==> src/rtl/coef_gamma_port.sv <==
module coef_gamma_port #(
  parameter int ADDR_W = 14,
  parameter int BYTE_W = 8
) (
  input  logic                clk,
  input  logic                rst_n,
  input  logic [1:0]          host_sel,
  input  logic                host_wr,
  input  logic                host_rd,
  input  logic [BYTE_W-1:0]   host_wdata,
  output logic [BYTE_W-1:0]   host_rdata,
  input  logic                pause_in,
  output logic                mem_we,
  output logic [ADDR_W-1:0]   mem_addr,
  output logic [2*BYTE_W-1:0] mem_wdata,
  output logic [1:0]          mem_target,
  output logic [1:0]          mem_color
);
  localparam int HI_W = ADDR_W - BYTE_W;
  localparam logic [1:0] SEL_MODE = 2'd0;
  localparam logic [1:0] SEL_ALO  = 2'd1;
  localparam logic [1:0] SEL_AHI  = 2'd2;
  localparam logic [1:0] SEL_DATA = 2'd3;

  logic [ADDR_W-1:0] addr_q;
  logic [BYTE_W-1:0] stage_q;
  logic [1:0]        target_q, color_q;
  logic              dir_q, phase_q;

  wire gamma_mode = target_q[1];
  wire data_wr    = host_wr && host_sel == SEL_DATA && !dir_q;
  wire ctrl_wr    = host_wr && host_sel != SEL_DATA;
  wire store      = data_wr && (gamma_mode || phase_q);

  assign mem_we     = store;
  assign mem_addr   = addr_q;
  assign mem_wdata  = gamma_mode ? {{BYTE_W{1'b0}}, host_wdata} : {host_wdata, stage_q};
  assign mem_target = target_q;
  assign mem_color  = color_q;

  always_ff @(posedge clk or negedge rst_n) begin
    if (!rst_n) begin
      addr_q   <= '0;
      stage_q  <= '0;
      target_q <= 2'b00;
      color_q  <= 2'b00;
      dir_q    <= 1'b0;
      phase_q  <= 1'b0;
    end else begin
      if (ctrl_wr) phase_q <= 1'b0;
      if (host_wr && host_sel == SEL_MODE) begin
        target_q <= host_wdata[2:1];
        color_q  <= host_wdata[4:3];
      end
      if (host_wr && host_sel == SEL_ALO) addr_q[BYTE_W-1:0] <= host_wdata;
      if (host_wr && host_sel == SEL_AHI) begin
        addr_q[ADDR_W-1:BYTE_W] <= host_wdata[HI_W-1:0];
        dir_q <= host_wdata[HI_W];
      end
      if (data_wr && !gamma_mode && !phase_q) begin
        stage_q <= host_wdata;
        phase_q <= 1'b1;
      end
      if (store) begin
        addr_q  <= addr_q + {{(ADDR_W-1){1'b0}}, 1'b1};
        phase_q <= 1'b0;
      end
    end
  end

  logic [BYTE_W-1:0] rd_mux;
  always_comb begin
    rd_mux = '0;
    case (host_sel)
      SEL_MODE: rd_mux[4:0] = {color_q, target_q, pause_in};
      SEL_ALO:  rd_mux = addr_q[BYTE_W-1:0];
      SEL_AHI: begin
        rd_mux[HI_W-1:0] = addr_q[ADDR_W-1:BYTE_W];
        rd_mux[HI_W]     = dir_q;
      end
      default:  rd_mux = '0;
    endcase
  end
  assign host_rdata = host_rd ? rd_mux : '0;
endmodule


==> config.mk <==
export PLATFORM = sky130hd
export DESIGN_NAME = coef_gamma_port
export DESIGN_NICKNAME = d
export VERILOG_FILES = /design/src/rtl/coef_gamma_port.sv
export SDC_FILE = /design/constraint.sdc
export NUM_CORES = 1
export LEC_CHECK = 0
export CAP_MARGIN = 20
export CELL_PAD_IN_SITES_DETAIL_PLACEMENT = 1
export CELL_PAD_IN_SITES_GLOBAL_PLACEMENT = 2
export CORE_MARGIN = 5
export CORE_UTILIZATION = 27
export DETAILED_ROUTE_END_ITERATION = 8
export PLACE_DENSITY_LB_ADDON = 0.3
export SYNTH_ARGS = -nofsm -noshare
export SYNTH_HDL_FRONTEND = slang
export SYNTH_SLANG_ARGS = --single-unit
==> constraint.sdc <==
create_clock -name clk -period 2.01 [get_ports clk]
set_clock_uncertainty 0.05 [all_clocks]
set_input_delay 0.402 -clock clk [delete_from_list [all_inputs] [get_ports clk]]
set_output_delay 0.402 -clock clk [all_outputs]
set_load 0.02 [all_outputs]
Word-level counts from Yosys, hierarchy flattened:

Index checks and enable logic that the tools add are counted.

* add/sub/neg operators: 1
* eq/ne operators: 4
* muxes and demuxes: 11
* reduce and logical (&&, ||, !) cells: 17

Operators by type and width (number)
* 2-to-1 mux 16 bit: 1
* 2-to-1 mux 8 bit: 2
* one-hot mux 5 bit (3 select lines): 1
* adder 14 x 1 -> 14 bit, second input constant: 1
* 2-to-1 mux 14 bit: 1
* logical AND 1 bit: 9
* 2-to-1 mux 6 bit: 1
* == test 2 bit, second input constant: 2
* 2-to-1 mux 1 bit: 4
* one-hot mux 2 bit (2 select lines): 1
* nonzero test 2 bit: 2
* zero test 1 bit: 3
* nonzero test 3 bit: 1
* == test 2 x 1 -> 1 bit, second input constant: 1
* zero test 2 bit: 1
* inequality test 2 bit, second input constant: 1
* logical OR 1 bit: 1

* register bits: 28
* output and inout bits: 43

Longest topological paths before layout:

Gate-level depths: netlist of the first run.

* word-level depth: 7
* gate-level depth with buffers: 8
* gate-level depth less buffers: 6

Worst setup path after synthesis of the first run:

No wires, ideal clock.

* kind: reg-to-output
* from: register target_q[1] (netlist: mem_target[1])
* to: output host_rdata[2]
* data arrival time: 1.361 ns
* required time: 1.558 ns
* slack: 0.197 ns
* stages on the path, launching flop included: 5
* path through: dfrtp_1 -> buf_2 -> clkbuf_1 -> a222oi_1 -> nor2_1

* longest elaborated chain between the ends: 2

RTL lines
* from (decl): line 27 `logic [1:0] target_q, color_q;`
* from (signal assigned): line 52 `target_q <= host_wdata[2:1];`
* one-hot mux 5 bit (3 select lines): line 74 `case (host_sel)`
* 2-to-1 mux 8 bit: line 84 `assign host_rdata = host_rd ? rd_mux : '0;`
* to (decl): line 11 `output logic [BYTE_W-1:0] host_rdata,`

Every way passes these cells.

Final worst setup path of the first run:

* from: input host_sel[1]
* to: output host_rdata[4]

* longest elaborated chain between the ends: 3
* elaborated cells on any way between the ends: 5
* classes of those cells: eq/ne: 2; mux: 2; reduce/logical: 1

RTL lines
* from (decl): line 7 `input logic [1:0] host_sel,`
* == test 2 bit, or another cell as far along: line 74
* one-hot mux 5 bit (3 select lines) (*): line 74
* 2-to-1 mux 8 bit (*): line 84

Mark *: on every way between the ends. The rest lies on a longest branch, timed or not.

==> flow_summary.yaml, run 1 <==
status:
  status: "finished clean"
logic_synthesis:
  seq_area_frac_synth_pct: 40.2
  synthMuxAreaShare_pct: 15.9
  synth_top_flop_cell: "dfrtp_1"
  synth-compound-area-share_pct: 17.9
  synth_top_area_share_pct: 40.2
  syn-num-nets: 190
  yosysUniqueCellTypes: 45
  synth-xor-area-share_pct: 0
  synth_top_area_cell: "dfrtp_1"
  syn_inst: 170
  synth-edff-count: 0
  synth-seq-cells: 28
  async_reset_ff_share_pct: 100
  synth_area_leaders: "dfrtp_1, mux2_2, ha_1"
  synth_warnings: 0
  synth_most_common_cell: "dfrtp_1"
  netlist_area_um2: 1740
  synth_top_family_by_area: "simple AND/OR/NAND/NOR gates"
  avgSynthCellArea_um2: 10.3
  synthTopCellsByCount: "dfrtp_1, mux2_2, nor2_1, nand2_1"
  synthAdderAreaFrac_pct: 3.59
  synth-simple-area-share_pct: 18.1
pwr:
  ir_drop_v: 0.000451
  p_leak_nw: 1.17
  pwr-share-seq_pct: 35.4
  p_clk_share_pct: 14.8
  switchingPower_mw: 0.957
  p_int_mw: 1.51
  p_sw_share_pct: 38.8
  pwr-share-comb_pct: 49.9
  power_density_nw_per_um2: 920
routing:
  via_per_inst: 5.20
  postRouteAntennaNets: 0
  drt_iter0_markers: 89
  drc: 0
  routed_wl_mm: 6.25
  vias: 1748
  drt_pass1_iterations: 4
  wire_per_inst_um: 18.6
setup_path:
  worstPathArrival_ns: 1.49
  cp_top_family: "compound AO/OA/AOI/OAI gates"
  worstSetupStartpointType: "primary input"
  crit_chain: "buf_2 > inv_2 > ha_4 > a222oi_1 > nor2_1 > buf_4"
  max_stage_delay_ns: 0.39
  crit_end: "host_rdata[4]"
  required_ns: 1.56
  path_class: "primary input to primary output"
  crit_buf_inv: 3
  crit_path_max_fanout: 7
  critical_path.endpoint_type: "primary output"
  crit-reg2reg-launch: "mem_addr[0]"
  critical_path_depth: 6
  reg2reg_slack_ns: 0.21
  r2r-end: "mem_addr[10]"
  ff2ff_path_depth: 5
  critPathLaunch: "host_sel[1]"
  critPathSlowestCell: "a222oi_1"
timing:
  rsz0062_at_grt: "false"
  tns_ns: 0
  final_hold_viol_count: 0
  drv_slew: 0
  worst_slew_pin_slew_ns: 0.373
  relSlewSlack_pct: 75.1
  fin_crit_sh_pct: 96.6
  fmax_ghz: 0.515
  setup_violations: 0
  post-route-min-period_ns: 1.94
clock_network:
  root_buffer: "clkbuf_8"
  htree_levels: 1
  insertion_delay_ns: 0.28
  cts_tree: "built"
  clk_pin_slew_ns: 0.11
  post-cts-setup-buffer-count: 0
  clk_path_buf_depth: 2
  cts_buffers: 3
  clock-sinks: 28
cells_and_area:
  layout.cells.non_filler: 336
  syn_to_final_growth_pct: 53.6
  antennaDiodeCount: 0
  drive_above_1_share_pct: 35.1
  fillCellCount: 744
  design_area_um2: 2680
  final_core_utilization_pct: 42.4
  nNetsFinal: 280
die:
  rows: 29
  dieWidth_um: 90.4
  initial_core_util_pct: 27.6
  ioPinCount: 58
  die_area_um2: 8170
  core_um2: 6310
  die_h_um: 90.4
placement:
  dp.cells: 332
  placed_cell_area_um2: 2640
  dpl.hpwl_mm: 4.75
  place.gp.congestion: 0.825
  io_buffers: 57
grt:
  track_usage_pct: 15.6
  grt_overflow: 0
  grt_max_degree: 29
  grt_pass1_vias: 1893
  grt_pass1_wl_mm: 10.3
  antenna_found_initial: 0
flow_run:
  cap_viol_max_count: 0
hold_path:
  min_path_type: "primary input to async pin"
[routing by layer]
| metal | part of all wire, % | global-route usage [%] | vias to the layer above |
|---|---|---|---|
| li1 | - | - | 825 |
| met1 | 45 | 19.7 | 842 |
| met2 | 47 | 25.9 | 69 |
| met3 | 6.0 | 3.75 | 12 |
| met4 | 2.3 | 5.33 | 0 |
| met5 | 0 | 0 | - |
[worst min-delay path by stage]
stage / endpoint / cells past startpoint / startpoint
3_5_place_dp: stage_q[0] / 1 / stage_q[0]
4_1_cts: stage_q[1] / 2 / rst_n
5_1_grt: stage_q[1] / 2 / rst_n
3_3_place_gp: stage_q[1] / 1 / stage_q[1]
2_1_floorplan: dir_q / 0 / rst_n
6_report: stage_q[1] / 2 / rst_n
[cells in the final DEF, fill, tap and decap left out, types with 7 or more instances in the layout]
cell type	Yosys	routed
dfrtp_1	28	28
mux2_2	21	21
buf_4	0	36
nor2_1	15	15
nor2b_1	8	8
a21oi_1	8	8
nand2_1	10	10
clkdlybuf4s15_1	0	7
dlygate4sd2_1	0	8
clkdlybuf4s50_1	0	30
[flip-flops by register name (all words and copies together) (netlist names)]
register / flops
stage_q: 8
mem_color: 2
mem_addr: 14
mem_target: 2
phase_q: 1
dir_q: 1
[cell type report]
| cell class | count | area (um^2) | share of cell area, % |
|---|---|---|---|
| repair buffers | 93 | 798 | 29.8 |
| inverters | 5 | 18.8 | 0.701 |
| well taps | 77 | 96.3 | 3.60 |
| multi-input cells | 129 | 1010 | 37.7 |
| flip-flops and latches | 28 | 701 | 26.2 |
| clock buffers | 4 | 55.1 | 2.06 |
[logic make-up after synthesis]
kind of cell | Yosys count
and+or+nand+nor | 58
buffers and inverters | 13
AOI/OAI and AO/OA | 41
DFF | 28
adders and majority gates | 5
muxes | 25
[power groups by stage]
stage | combinational [mW] | clock [mW] | sequential (mW)
2_1_floorplan | 0.534 | 0 | 0.975
5_1_grt | 1.34 | 0.400 | 0.892
4_1_cts | 1.24 | 0.378 | 0.871
3_5_place_dp | 1.29 | 0 | 0.877
3_3_place_gp | 1.28 | 0 | 0.878
6_report | 1.23 | 0.363 | 0.872
[what timing repair did]
action,4_1_cts,5_1_grt
hold buffers,0,0
pin swaps,4,2
resized for setup,60,16
setup endpoints to repair,34,19
[metrics by stage]
step                total power [mW]  hold WS [ns]  setup WS (ns)
global placement                2.16         0.436         -0.711
CTS                             2.49         0.459        -0.0476
global route                    2.63         0.473        0.00255
detailed placement              2.17         0.441         -0.753
floorplan                       1.51        0.0564          0.197
finish                          2.46         0.438         0.0691
(Power assumes the default switching activity.)
==> run 2: changes to the inputs <==
SLEW_MARGIN = 20   (was default)
==> results of run 2 <==
The final DEF is identical to that of run 1; final timing and power are the same.
==> run 3: changes to the inputs <==
REMOVE_ABC_BUFFERS = 1   (was default)
==> run 3 against run 2 <==
- via count down 1.3%
- utilization decreased by 0.18 points
- die area did not move
- routed wire length up 0.27%
- largest power group unchanged
==> flow_summary.yaml, run 3 (same netlist as run 1, synthesis figures left out) <==
die:
  dieWidth_um: 90.4
  die_h_um: 90.4
  rows: 29
  ioPinCount: 58
  core_um2: 6310
  initial_core_util_pct: 27.6
  die_area_um2: 8170
clock_network:
  insertion_delay_ns: 0.29
  holdBufCountCts: 0
  clk_path_buf_depth: 2
  cts_buffers: 3
  clock-sinks: 28
  clk_pin_slew_ns: 0.11
  cts_tree: "built"
  root_buffer: "clkbuf_8"
  htree_levels: 1
routing:
  wire_per_inst_um: 18.6
  drc: 0
  vias: 1726
  drt_iter0_markers: 105
  via_per_inst: 5.14
  postRouteAntennaNets: 0
  routed_wl_mm: 6.27
  drt_pass1_iterations: 7
placement:
  dpl.hpwl_mm: 4.80
  place.gp.congestion: 0.795
  placed_cell_area_um2: 2630
  dpl_worst_slack_ns: -0.789
  io_buffers: 57
grt:
  grt_pass1_vias: 1931
  grt_overflow: 0
  track_usage_pct: 15.8
  grt_max_degree: 29
  antenna_found_initial: 0
  grt_pass1_wl_mm: 10.5
pwr:
  ir_drop_v: 0.000377
  power_density_nw_per_um2: 933
  p_leak_nw: 1.18
timing:
  fmax_ghz: 0.508
  worst_slew_pin_slew_ns: 0.595
  drv_slew: 0
  relSlewSlack_pct: 60.1
  rsz0062_at_grt: "true"
  tns_ns: 0
  fin_crit_sh_pct: 97.9
  setup_violations: 0
  hold_ws_ns: 0.439
  worst_slack_ns: 0.0419
  post-route-min-period_ns: 1.97
  final_hold_viol_count: 0
cells_and_area:
  final_common_cell: "buf_4"
  syn_to_final_growth_pct: 52.9
  largest_reg_flops: 14
  antennaDiodeCount: 0
  nNetsFinal: 280
  drive_above_1_share_pct: 37.5
  fillCellCount: 746
  final_cell_mix: "buf_4, clkdlybuf4s50_1, dfrtp_1, mux2_2, nor2_1"
  design_area_um2: 2670
setup_path:
  critical_path.endpoint_type: "primary output"
  path_class: "primary input to primary output"
  crit_path_max_fanout: 10
  required_ns: 1.56
  worstSetupStartpointType: "primary input"
  worstPathArrival_ns: 1.52
hold_path:
  min_path_type: "primary input to async pin"
flow_run:
  cap_viol_max_count: 0
status:
  status: "finished clean"
[run 3: cell types whose count changed in the layout (fill, tap and decap cells not counted), sizes merged]
cell / previous run / this run
clkdlybuf4s50: 30 / 29
clkdlybuf4s15: 9 / 5
clkbuf: 7 / 11
buf: 43 / 42
dlygate4sd2: 8 / 9
dlymetal6s2s: 0 / 1
[run 3: path summary, 6_finish.rpt]
| kind | start | end | slack [ns] | cells past startpoint |
|---|---|---|---|---|
| max in group asynchronous | rst_n | mem_addr[11] | 1.19 | 2 |
| max reg2reg | mem_addr[1] | mem_addr[10] | 0.21 | 5 |
| min reg2reg | stage_q[3] | stage_q[3] | 0.47 | 1 |
| min in group clk | stage_q[3] | stage_q[3] | 0.47 | 1 |
| min | rst_n | stage_q[6] | 0.44 | 2 |
| max | host_sel[1] | host_rdata[4] | 0.04 | 6 |
[run 3: per-layer routing]
layer / wire length (um) / up-vias / global-route usage, %
li1: - / 819 / -
met1: 2860 / 845 / 21.0
met2: 2940 / 56 / 26.0
met3: 375 / 6 / 3.50
met4: 93 / 0 / 3.72
met5: 0 / - / 0
[run 3: metrics by stage]
stage / utilization, % / total power, mW / std cells
2_1_floorplan: - / 1.49 / 162
3_5_place_dp: 41.6 / 2.20 / 331
4_1_cts: 42.6 / 2.52 / 336
5_1_grt: 42.3 / 2.65 / 336
3_3_place_gp: 41.6 / 2.18 / 331
6_report: 42.3 / 2.49 / 336
[run 3: power by group]
group	leakage (nW)	switching (mW)	total (mW)	internal [mW]
Combinational	0.829	0.645	1.26	0.616
Sequential	0.326	0.127	0.855	0.728
Clock	0.0288	0.198	0.375	0.176
Total	1.18	0.970	2.49	1.52
[run 3: timing repair]
item,CTS,global route
pin swaps,3,2
endpoints found under the setup margin,37,16
gates resized for setup,61,19
setup buffers,1,0
[run 3: area by class of cell]
class	count	area, um^2	area share (%)
multi-input cells	129	1010	38.0
repair buffers	93	783	29.4
flip-flops and latches	28	701	26.3
well taps	77	96.3	3.61
clock buffers	4	55.1	2.06
inverters	5	18.8	0.704
[run 3: worst max-delay path, cell delays in order]
cell and delay (ns):
clkdlybuf4s15_2 0.23, inv_2 0.08, ha_4 0.21, a222oi_1 0.34, nor2_1 0.08, buf_2 0.16
